===== src/rtl/memop_pkg.sv =====
package memop_pkg;

    typedef enum logic [2:0] {
        ST_IDLE      = 3'd0,
        ST_FETCH_SRC = 3'd1,
        ST_FETCH_DST = 3'd2,
        ST_STORE     = 3'd3,
        ST_FINISH    = 3'd4
    } eng_state_e;

    typedef enum logic {
        OP_ADD  = 1'b0,
        OP_MOVE = 1'b1
    } eng_op_e;

    typedef enum logic {
        SEL_SRC = 1'b0,
        SEL_DST = 1'b1
    } addr_sel_e;

endpackage


===== src/rtl/memop_byte_alu.sv =====
module memop_byte_alu #(
    parameter int DATA_W = 8
) (
    input  logic              op_move_i,
    input  logic [DATA_W-1:0] src_byte_i,
    input  logic [DATA_W-1:0] rd_byte_i,
    input  logic              carry_i,
    output logic [DATA_W-1:0] res_o,
    output logic              carry_o
);

    logic [DATA_W:0] sum;

    always_comb begin
        sum = {1'b0, src_byte_i} + {1'b0, rd_byte_i} + {{DATA_W{1'b0}}, carry_i};
        if (op_move_i) begin
            // copy: the byte just read is the source byte
            res_o   = rd_byte_i;
            carry_o = 1'b0;
        end else begin
            res_o   = sum[DATA_W-1:0];
            carry_o = sum[DATA_W];
        end
    end

endmodule


===== src/rtl/memop_idx_ctr.sv =====
module memop_idx_ctr #(
    parameter int CNT_W = 2
) (
    input  logic             clk,
    input  logic             rst_n,
    input  logic             clear_i,
    input  logic             step_i,
    input  logic [CNT_W-1:0] limit_i,
    output logic [CNT_W-1:0] idx_o,
    output logic             last_o
);

    logic [CNT_W-1:0] idx_q;

    always_ff @(posedge clk) begin
        if (!rst_n) begin
            idx_q <= '0;
        end else if (clear_i) begin
            idx_q <= '0;
        end else if (step_i) begin
            idx_q <= idx_q + 1'b1;
        end
    end

    assign idx_o  = idx_q;
    assign last_o = (idx_q == limit_i);

endmodule


===== src/rtl/memop_addr_gen.sv =====
module memop_addr_gen
    import memop_pkg::*;
#(
    parameter int ADDR_W = 16,
    parameter int CNT_W  = 2
) (
    input  addr_sel_e         sel_i,
    input  logic [ADDR_W-1:0] src_base_i,
    input  logic [ADDR_W-1:0] dst_base_i,
    input  logic [CNT_W-1:0]  idx_i,
    output logic [ADDR_W-1:0] addr_o
);

    localparam int PAD_W = ADDR_W - CNT_W;

    logic [ADDR_W-1:0] offset;

    assign offset = {{PAD_W{1'b0}}, idx_i};

    always_comb begin
        unique case (sel_i)
            SEL_SRC: addr_o = src_base_i + offset;
            SEL_DST: addr_o = dst_base_i + offset;
            default: addr_o = dst_base_i + offset;
        endcase
    end

endmodule


===== src/rtl/memop_engine.sv =====
module memop_engine
    import memop_pkg::*;
#(
    parameter int ADDR_W = 16,
    parameter int DATA_W = 8,
    parameter int LEN_W  = 2
) (
    input  logic              clk,
    input  logic              rst_n,
    input  logic              start_i,
    input  logic              op_i,
    input  logic [LEN_W-1:0]  len_i,
    input  logic [ADDR_W-1:0] src_addr_i,
    input  logic [ADDR_W-1:0] dst_addr_i,
    output logic [ADDR_W-1:0] mem_addr_o,
    output logic              mem_re_o,
    output logic              mem_we_o,
    output logic [DATA_W-1:0] mem_wdata_o,
    input  logic [DATA_W-1:0] mem_rdata_i,
    output logic              busy_o,
    output logic              done_o,
    output logic              carry_o
);

    eng_state_e        state_q, state_d;
    eng_op_e           op_q;
    logic [LEN_W-1:0]  len_q;
    logic [ADDR_W-1:0] src_q;
    logic [ADDR_W-1:0] dst_q;
    logic [DATA_W-1:0] src_byte_q;
    logic              carry_q;

    logic              accept;
    logic              step;
    logic              last;
    logic [LEN_W-1:0]  idx;
    addr_sel_e         addr_sel;
    logic [DATA_W-1:0] alu_res;
    logic              alu_cout;

    assign accept = start_i && (state_q == ST_IDLE);

    // state register
    always_ff @(posedge clk) begin
        if (!rst_n) begin
            state_q <= ST_IDLE;
        end else begin
            state_q <= state_d;
        end
    end

    // next state
    always_comb begin
        state_d = state_q;
        unique case (state_q)
            ST_IDLE:      if (start_i) state_d = ST_FETCH_SRC;
            ST_FETCH_SRC: state_d = (op_q == OP_MOVE) ? ST_STORE : ST_FETCH_DST;
            ST_FETCH_DST: state_d = ST_STORE;
            ST_STORE:     state_d = last ? ST_FINISH : ST_FETCH_SRC;
            ST_FINISH:    state_d = ST_IDLE;
            default:      state_d = ST_IDLE;
        endcase
    end

    // outputs of the current state
    always_comb begin
        mem_re_o = 1'b0;
        mem_we_o = 1'b0;
        addr_sel = SEL_SRC;
        step     = 1'b0;
        done_o   = 1'b0;
        busy_o   = 1'b1;
        unique case (state_q)
            ST_IDLE: begin
                busy_o = 1'b0;
            end
            ST_FETCH_SRC: begin
                mem_re_o = 1'b1;
                addr_sel = SEL_SRC;
            end
            ST_FETCH_DST: begin
                mem_re_o = 1'b1;
                addr_sel = SEL_DST;
            end
            ST_STORE: begin
                mem_we_o = 1'b1;
                addr_sel = SEL_DST;
                step     = !last;
            end
            ST_FINISH: begin
                done_o = 1'b1;
            end
            default: begin
                busy_o = 1'b0;
            end
        endcase
    end

    // operand and carry registers
    always_ff @(posedge clk) begin
        if (!rst_n) begin
            op_q       <= OP_ADD;
            len_q      <= '0;
            src_q      <= '0;
            dst_q      <= '0;
            src_byte_q <= '0;
            carry_q    <= 1'b0;
        end else begin
            if (accept) begin
                op_q    <= eng_op_e'(op_i);
                len_q   <= len_i;
                src_q   <= src_addr_i;
                dst_q   <= dst_addr_i;
                carry_q <= 1'b0;
            end
            if (state_q == ST_FETCH_DST) begin
                src_byte_q <= mem_rdata_i;
            end
            if (state_q == ST_STORE) begin
                carry_q <= alu_cout;
            end
        end
    end

    memop_idx_ctr #(
        .CNT_W (LEN_W)
    ) u_idx (
        .clk     (clk),
        .rst_n   (rst_n),
        .clear_i (accept),
        .step_i  (step),
        .limit_i (len_q),
        .idx_o   (idx),
        .last_o  (last)
    );

    memop_addr_gen #(
        .ADDR_W (ADDR_W),
        .CNT_W  (LEN_W)
    ) u_addr (
        .sel_i      (addr_sel),
        .src_base_i (src_q),
        .dst_base_i (dst_q),
        .idx_i      (idx),
        .addr_o     (mem_addr_o)
    );

    memop_byte_alu #(
        .DATA_W (DATA_W)
    ) u_alu (
        .op_move_i  (op_q == OP_MOVE),
        .src_byte_i (src_byte_q),
        .rd_byte_i  (mem_rdata_i),
        .carry_i    (carry_q),
        .res_o      (alu_res),
        .carry_o    (alu_cout)
    );

    assign mem_wdata_o = alu_res;
    assign carry_o     = carry_q;

endmodule


===== config.mk =====
export PLATFORM = sky130hd
export DESIGN_NAME = memop_engine
export DESIGN_NICKNAME = d
export VERILOG_FILES = /design/src/rtl/memop_pkg.sv /design/src/rtl/memop_byte_alu.sv /design/src/rtl/memop_idx_ctr.sv /design/src/rtl/memop_addr_gen.sv /design/src/rtl/memop_engine.sv
export SDC_FILE = /design/constraint.sdc
export NUM_CORES = 1
export LEC_CHECK = 0
export ABC_AREA = 1
export BUFFER_PORTS_ARGS = -buffer_cell sky130_fd_sc_hd__buf_2
export CORE_ASPECT_RATIO = 1.5
export CORE_UTILIZATION = 40
export DETAILED_ROUTE_END_ITERATION = 7
export GPL_TIMING_DRIVEN = 0
export HOLD_SLACK_MARGIN = 0.02
export MAX_ROUTING_LAYER = met4
export SYNTH_ARGS = -nofsm -noshare
export SYNTH_HDL_FRONTEND = slang
export SYNTH_HIERARCHICAL = 1
export SYNTH_SLANG_ARGS = --single-unit

===== constraint.sdc =====
create_clock -name clk -period 6 [get_ports clk]
set_input_delay 0.3 -clock clk [delete_from_list [all_inputs] [get_ports clk]]
set_output_delay 0.3 -clock clk [all_outputs]
set_load 0.01 [all_outputs]

==> results.md, run 1 <==
* Share of post-route cells with drive strength above 1 at 0.1963
* Actual slew at the worst max-slew pin at 0.4936 ns
* Yosys reg bits at 49
* Worst reg2reg path startpoint: carry_o
* Post-synthesis cell type count at 32
* Post-CTS setup buffer count at 0
* Antenna violations before repair at 0
* Drt first pass iters at 4
* Cts hold-fix bufs at 0
* Area grow syn2layout at 19.04%
* Core Box Area at 8058 um2
* Largest net degree at the start of global routing at 14
* Syn Inst Count at 565
* Starting DRT DRC Count at 95
* Final hold slack at approximately 0.23 ns
* Final #Nets at 704
* Syn avg cell area at 5.933 um2
* Area leader, netlist: dfxtp_1
* Slew Viols, Final at 0
* Worst EP required at 5.70 ns
* Diode count at 0
* Hold worst-path end: dst_q[3]
* Count of final hold-check violations at 0
* Via count at 3391
* Worst R2R End: carry_o
* Fillers at 918
* PD cells at 262.7 nW/um2
* First-pass GRT wire length at 14280 um
* Die height at 114.1 um
* Outcome: complete, no violations
* Vias/cell at 4.509
* Worst Hold Class: input port to flop
* Met1 Track Usage GR at 0.2190
* CTS clk-pin slew, worst paths at 0.06 ns
* Num ports at 75
* GR peak layer: met2
* Vias in the first global route at 3277
* Clk_lat worst skew at between 0.2 and 0.3 ns
* Mapped cell area at 3352 um2
* Die Area at 8758 um2
* DP Area at 3854 um2
* Remaining routing DRC violations at 0
* Clock sinks at 49
* Total track usage at 0.2121
* Syn Nets at 623
* LEAKAGE at 2.217 nW
* H-tree level count at 2
* Register area share after synthesis at 0.2926
* Slew HR at 0.6710
* Row Count at 40
* Commonest non-fill, non-tap cell in the layout: nand2_1
* Antenna Nets Post-Route at 0
* VDD IR max at 117.0 uV
* Worst clock skew at 0.003045 ns
* GP Congestion at 0.8312
* Tcrit/Tclk final at 0.5808
* Routed WL at 8377 um
* R2r setup slk at around 4.0 ns
* RSZ-0062 raised after global routing: no
* Cell area after layout at 3990 um2
* Leading post-synthesis cells by cell area: dfxtp_1 (29%), nand2_1 (21%), nor2_1 (12%)
* Root Driver: clkbuf_16
* Setup TNS at 0 ns
* Final HPWL DP at about 6700 um
* Initial Util at 0.4160
* Critical path class: flop to primary output
* Reg2reg path depth at 12
* Final setup fails at 0
* Commonest non-fill, non-tap cells in the layout: nand2_1 (190), nor2_1 (110), inv_1 (87), buf_2 (80), dfxtp_1 (49)
* Total power at 1.048 mW
* Highest clock rate at 287.0 MHz
* # port buffers at between 70 and 80
* Hold depth at 3
* Minimum clock period at 3.485 ns
* Total gr overflow at 0
* Met3 GRT Util at 0.03506
* Synth top area share at 0.2926
* Synth warn at 6
* Worst Path Max Fanout at 10
* WL per Instance at 11.14 um
* Max-Cap Viols at 0
* Resized Gates After CTS at 0
* CP Launch Type: flop
* Grt met2 use at 0.3869
* Worst endpoint data arrival time at 3.18 ns
* CTS max path bufs at 2
* HP Start: dst_addr_i[3]
* Chip width at 76.75 um
* Num CTS Buffers at 5
* CTS tree: built
* Critical Path End Type: primary output
## stage by stage
| stage | instances | util | setup slack (ns) |
|---|---|---|---|
| 2_1_floorplan | 565 | - | 3.283 |
| 3_3_place_gp | 744 | 0.4783 | 2.877 |
| 3_5_place_dp | 744 | 0.4783 | 2.808 |
| 4_1_cts | 752 | 0.4952 | 2.475 |
| 5_1_grt | 752 | 0.4952 | 2.186 |
| 6_report | 752 | 0.4952 | 2.515 |
## registers in the layout, summed over array words and instances (netlist names)
register / flops
op_q: 1
len_q: 2
src_byte_q: 8
u_idx/idx_o: 2
dst_q: 16
state_q: 3
carry_o: 1
src_q: 16
## worst max path at each step
stage	start	slack (ns)	to	cells past startpoint
after floorplan	state_q[0]	3.28	mem_addr_o[8]	17
after global placement	state_q[0]	2.88	mem_addr_o[10]	19
after detailed placement	state_q[0]	2.81	mem_addr_o[10]	19
after CTS	state_q[0]	2.48	mem_addr_o[10]	19
after global routing	state_q[0]	2.19	mem_addr_o[10]	19
final	state_q[0]	2.52	mem_addr_o[10]	19
## worst max-delay path, cell delays in order (launching register included)
cell and delay (ns):
dfxtp_1 0.46, nor2_4 0.07, nand2_1 0.08, buf_2 0.21, nand2_1 0.10, buf_6 0.16
inv_4 0.09, buf_6 0.15, nand2_1 0.06, nand2_1 0.05, ha_1 0.19, inv_1 0.06
fa_1 0.40, inv_1 0.07, nand3_1 0.18, nor2_4 0.20, nand2_1 0.08, nor2_1 0.09
nor2_1 0.05, buf_2 0.13
## layout make-up
| cell class | count | area, um2 | share of cell area |
|---|---|---|---|
| multi-input cells | 405 | 1883 | 0.4719 |
| flip-flops and latches | 49 | 980.9 | 0.2458 |
| repair buffers | 74 | 370.4 | 0.09282 |
| inverters | 93 | 356.6 | 0.08937 |
| clock buffers | 8 | 136.4 | 0.03418 |
| plain buffers | 18 | 131.4 | 0.03293 |
| well taps | 105 | 131.4 | 0.03293 |
## cells in the mapped netlist
library cell,n
nor3_1,1
nand3b_1,3
ha_1,9
buf_4,1
clkbuf_1,4
xnor2_1,3
nand3_4,1
or2_1,2
nor2_2,8
a21oi_1,8
nand3_1,19
buf_6,7
nand2_2,10
nor2_1,110
nand2_1,190
o21ai_1,8
buf_2,6
inv_1,87
or2_4,1
or2_2,1
o21ai_2,2
dfxtp_1,49
xor2_1,4
inv_4,1
nand4_1,3
and2_4,1
fa_1,3
nor2_4,4
clkinv_4,1
inv_2,4
o21ai_0,13
a21o_1,1
## routing by layer
layer | up-vias | share of wire
met5 | - | 0
met2 | 82 | 0.51
met3 | 19 | 0.039
met4 | 0 | 0.032
li1 | 1830 | -
met1 | 1460 | 0.42
## kinds of logic after synthesis
kind of cell / Yosys count / synth area share
AO/OA/AOI/OAI: 32 / 0.05077
XOR/XNOR: 7 / 0.01829
adder cells (fa/ha/maj): 12 / 0.05151
buffers and inverters: 111 / 0.1456
flip-flops: 49 / 0.2926
AND/OR/NAND/NOR: 354 / 0.4412
## report_power, final
part / internal (mW) / switching, mW / total [mW]
Sequential: 0.364 / 0.0239 / 0.388
Combinational: 0.150 / 0.235 / 0.385
Clock: 0.155 / 0.120 / 0.275
Note: power is estimated with default switching activity, not from simulation.
==> run 2: changes to the inputs <==
Clock period 6 ns to 2.85 ns, I/O delays scaled along.
==> run 2 against run 1 <==
Net effect: sequential power up 110%; clock skew rose by 0.00051 ns; non-clock buffer count up 10; setup slack got worse by 2.4 ns; global-route usage grew 0.31 points; cell area up 4.2%; final cell count rose by 1.3%; largest power group is now combinational cells.
==> results.md, run 2 (synthesis results as in run 1) <==
* Outcome: complete, no violations
* Critical Path End Type: primary output
* Cell area after layout at 4159 um2 (+4.2%)
* RSZ-0062 raised after global routing: yes
* CTS max path bufs at 2 (unchanged)
* Tcrit/Tclk final at 0.9653
* Drt first pass iters at 4 (unchanged)
* Antenna violations before repair at 0 (unchanged)
* Num ports at 75 (unchanged)
* HP Start: dst_addr_i[3]
* Die height at 114.1 um (unchanged)
* Worst Hold Class: input port to flop
* Commonest non-fill, non-tap cell in the layout: nand2_1
* Fillers at 901 (-1.9%)
* Chip width at 76.75 um (unchanged)
* Share of post-route cells with drive strength above 1 at 0.2344 (+0.03811)
* Remaining routing DRC violations at 0 (unchanged)
* Row Count at 40 (unchanged)
* Count of final hold-check violations at 0 (unchanged)
* Final #Nets at 714 (+1.4%)
* Root Driver: clkbuf_16
* Final setup fails at 0 (unchanged)
* DP Area at 3854 um2 (unchanged)
* LEAKAGE at 2.277 nW (+2.7%)
* Critical path class: flop to primary output
* Crit path from: state_q[2]
* Cts hold-fix bufs at 0 (unchanged)
* Post-Place Worst Slack at -0.1846 ns (-2.993 ns)
* Vias in the first global route at 3320 (+1.3%)
* First-pass GRT wire length at 14500 um (+1.6%)
* Area grow syn2layout at 24.08%
* Die Area at 8758 um2 (unchanged)
* Final hold slack at 0.06996 ns (-0.1570 ns)
* Starting DRT DRC Count at 106 (+12%)
* Via count at 3438 (+1.4%)
* Core Box Area at 8058 um2 (unchanged)
* Num CTS Buffers at 5 (unchanged)
* Total power at 2.255 mW (+120%)
* Minimum clock period at 2.751 ns
* GP Congestion at 0.8312 (unchanged)
* Total gr overflow at 0 (unchanged)
* Vias/cell at 4.512 (about the same)
* Final HPWL DP at 6704 um (unchanged)
* Total track usage at 0.2152 (+0.003137)
* Worst Path Max Fanout at 5 (-5)
* PD cells at 542.2 nW/um2 (+110%)
* Slew Viols, Final at 0 (unchanged)
* Initial Util at 0.4160 (unchanged)
* VDD IR max at 241.0 uV (+110%)
* WL per Instance at 11.18 um (+0.35%)
* Largest net degree at the start of global routing at 18 (+4)
* Clock sinks at 49 (unchanged)
* Final Worst Setup Slack at 0.09889 ns (-2.416 ns)
* Worst EP required at 2.71 ns (-2.99 ns)
* # port buffers at 74 (unchanged)
* Biggest regs: dst_q (16), src_q (16), src_byte_q (8)
* Actual slew at the worst max-slew pin at 0.4771 ns (-0.01651 ns)
* Clk_lat worst skew at 0.29 ns (about the same)
* Commonest non-fill, non-tap cells in the layout: nand2_1 (187), nor2_1 (109), inv_1 (83), buf_2 (79), dfxtp_1 (46)
* Diode count at 0 (unchanged)
* CP Launch Type: flop
* Worst reg2reg path startpoint: carry_o
* Antenna Nets Post-Route at 0 (unchanged)
* Slew HR at 0.6820 (+0.01101)
* CTS clk-pin slew, worst paths at 0.06 ns (about the same)
* Util after Layout at 0.5161 (+0.02096)
* Routed WL at 8518 um (+1.7%)
* CTS tree: built
* Worst endpoint data arrival time at 2.61 ns (-0.57 ns)
* Max-Cap Viols at 0 (unchanged)
* Highest clock rate at between 300 and 400 MHz
* Worst clock skew at 0.003560 ns (+0.0005147 ns)
* H-tree level count at 2 (unchanged)
## run 2: final timing paths
check	slack, ns	depth (start not counted)	endpoint
worst max register to register	0.88	12	carry_o
worst min-delay path	0.07	3	dst_q[3]
worst min register to register	0.50	2	src_byte_q[7]
worst max-delay path	0.1	16	mem_addr_o[6]
## run 2: routing by layer
| metal | routed length, um | up-vias | part of all wire | global-route usage |
|---|---|---|---|---|
| li1 | - | 1849 | - | - |
| met1 | 3524 | 1494 | 0.41 | 0.2215 |
| met2 | 4403 | 76 | 0.52 | 0.3946 |
| met3 | 319 | 19 | 0.037 | 0.03506 |
| met4 | 270 | 0 | 0.032 | 0.1026 |
| met5 | 0 | - | 0 | - |
## run 2: layout make-up
class                   instances  area (um2)  share of cell area
multi-input cells             405        1954              0.4699
flip-flops and latches         49       989.7              0.2380
repair buffers                 86       460.4              0.1107
inverters                      93       364.1             0.08755
clock buffers                   8       136.4             0.03279
well taps                     105       131.4             0.03159
plain buffers                  16       122.6             0.02948
## run 2: critical path, stage by stage (launching register included)
cell and delay [ns]:
dfxtp_4 0.36, nor2_4 0.13, nand2_4 0.06, nand2_2 0.07, buf_6 0.13, buf_8 0.11
nand2_2 0.03, nand2_1 0.05, ha_2 0.19, inv_2 0.05, fa_2 0.40, inv_2 0.08
nand3_4 0.09, nor2_4 0.16, buf_4 0.13, xor2_1 0.13, buf_2 0.14
## run 2: report_power, final
group	internal [mW]	switching [mW]
Clock	0.327	0.253
Sequential	0.766	0.0538
Combinational	0.343	0.512
## run 2: through the flow
step	instances	setup TNS [ns]
4_1_cts	758	0
3_3_place_gp	744	-0.5526
5_1_grt	762	-0.06158
6_report	762	0
3_5_place_dp	744	-1.036
2_1_floorplan	565	0
## run 2: repair_timing
item,4_1_cts,5_1_grt
gates resized for setup,22,10
setup buffers,7,5
pin swaps,5,8
endpoints found under the hold margin,0,0
endpoints found under the setup margin,14,9
==> run 3: changes to the inputs <==
Clock period 2.85 ns to 2.9 ns, I/O delays scaled along.
==> run 3 against run 2 <==
Net effect: global-route usage fell by 0.12 points; critical path depth did not move; critical path type unchanged; sequential share of layout area barely moved; sequential power fell by 2%; first-iteration DRC count rose by 5.7%; largest cell class unchanged.
==> results.md, run 3 (synthesis results as in run 1) <==
* Outcome: complete, no violations
* Initial Util at 0.4160 (unchanged)
* Total track usage at 0.2140 (-0.001220)
* Chip width at 76.75 um (unchanged)
* Commonest non-fill, non-tap cell in the layout: nand2_1
* Cts hold-fix bufs at 0 (unchanged)
* Clk_lat worst skew at 0.29 ns (about the same)
* Starting DRT DRC Count at 112 (+5.7%)
* Routed WL at 8491 um (-0.32%)
* Antenna violations before repair at 0 (unchanged)
* Die Area at 8758 um2 (unchanged)
* Final setup fails at 0 (unchanged)
* Max-Cap Viols at 0 (unchanged)
* Row Count at 40 (unchanged)
* Fillers at 896 (-0.55%)
* Worst endpoint data arrival time at 2.58 ns (-0.03 ns)
* Die height at 114.1 um (unchanged)
* VDD IR max at 238.2 uV (-1.2%)
* Tcrit/Tclk final at 0.9386
* Final #Nets at 715 (+0.14%)
* LEAKAGE at 2.273 nW (-0.20%)
* Final non-filler cell total at 763 (+0.13%)
* # port buffers at 74 (unchanged)
* Worst clock skew at 0.003686 ns (+0.0001267 ns)
* Count of final hold-check violations at 0 (unchanged)
* Num CTS Buffers at 5 (unchanged)
* Num ports at 75 (unchanged)
* Critical path class: flop to primary output
* Antenna Nets Post-Route at 0 (unchanged)
* Slew HR at 0.6846 (+0.002660)
* Largest net degree at the start of global routing at 18 (unchanged)
* Placed Cells at 744 (unchanged)
* RSZ-0062 raised after global routing: no
* Remaining routing DRC violations at 0 (unchanged)
* CTS tree: built
* GP Congestion at 0.8312 (unchanged)
* Final hold slack at 0.07174 ns (+0.001782 ns)
* Root Driver: clkbuf_16
* CP Launch Type: flop
* Share of post-route cells with drive strength above 1 at 0.2371 (+0.002683)
* Critical Path End Type: primary output
* Slew Viols, Final at 0 (unchanged)
* Commonest non-fill, non-tap cells in the layout: nand2_1 (187), nor2_1 (109), inv_1 (83), buf_2 (79), dfxtp_1 (46)
* Core Box Area at 8058 um2 (unchanged)
* CTS max path bufs at 2 (unchanged)
* WL per Instance at 11.13 um (-0.45%)
* H-tree level count at 2 (unchanged)
* Biggest regs: dst_q (16), src_q (16), src_byte_q (8)
* Actual slew at the worst max-slew pin at 0.4731 ns (-0.003991 ns)
* Setup TNS at 0 ns (unchanged)
* CTS clk-pin slew, worst paths at 0.06 ns (about the same)
* PD cells at 531.6 nW/um2 (-2.0%)
* Via count at 3422 (-0.47%)
* Final HPWL DP at 6704 um (unchanged)
* Highest clock rate at roughly 370 MHz
* Area grow syn2layout at 24.19% (about the same)
* First-pass GRT wire length at 14430 um (-0.48%)
* Drt first pass iters at 4 (unchanged)
* Vias in the first global route at 3322 (+0.060%)
* Clock sinks at 49 (unchanged)
* Worst Hold Class: input port to flop
* Worst Path Max Fanout at 5 (unchanged)
* Diode count at 0 (unchanged)
* Minimum clock period at approximately 2.7 ns
* Worst EP required at 2.76 ns (+0.05 ns)
* Vias/cell at 4.485 (-0.60%)
* Total gr overflow at 0 (unchanged)
run 3: stage by stage:
stage          setup WS [ns]  area (um2)  total power [mW]  utilization
2_1_floorplan         0.3378        3352             1.379            -
4_1_cts             0.003316        4076             2.227       0.5059
3_3_place_gp        -0.06828        3854             1.603       0.4783
6_report              0.1781        4163             2.213       0.5166
3_5_place_dp         -0.1371        3854             1.620       0.4783
5_1_grt              0.02633        4163             2.393       0.5166
run 3: final cells by class:
cell class	instances	area (um2)	share of cell area
multi-input cells	405	1953	0.4692
flip-flops and latches	49	989.7	0.2378
repair buffers	87	467.9	0.1124
inverters	93	361.6	0.08687
clock buffers	8	136.4	0.03276
well taps	105	131.4	0.03156
plain buffers	16	122.6	0.02946
run 3: final timing paths:
check,startpoint,to,slack [ns],cells after the start
setup / recovery,state_q[2],mem_addr_o[6],0.18,16
hold / removal,dst_addr_i[3],dst_q[3],0.07,3
hold reg to reg,src_byte_q[7],src_byte_q[7],0.49,2
setup reg to reg,carry_o,carry_o,0.93,12
run 3: report_power, final:
group / switching (mW) / total (mW) / internal, mW
clock: 0.248 / 0.570 / 0.322
combinational: 0.502 / 0.839 / 0.337
sequential: 0.0511 / 0.804 / 0.753
run 3: worst max-delay path, stage by stage (launching register included):
cell and delay [ns]:
dfxtp_4 0.36, inv_2 0.09, nand3_4 0.09, nand2_2 0.08, buf_6 0.13, buf_8 0.10
nand2_1 0.05, nand2_2 0.07, ha_4 0.14, inv_2 0.04, fa_2 0.40, inv_2 0.08
nand3_4 0.09, nor2_4 0.16, buf_4 0.13, xor2_1 0.13, buf_2 0.14
run 3: per-layer routing:
layer	global-route usage	vias to the layer above	part of all wire	wire, um
met4	0.1026	0	0.032	270
met2	0.3935	72	0.52	4377
met3	0.03506	19	0.038	320
met1	0.2190	1480	0.41	3522
li1	-	1851	-	-
met5	-	-	0	0
run 3: timing repair:
action | 4_1_cts | 5_1_grt
pin swaps | 5 | 8
setup buffers | 6 | 7
resized for setup | 18 | 12
endpoints found under the hold margin | 0 | 0
endpoints found under the setup margin | 13 | 11
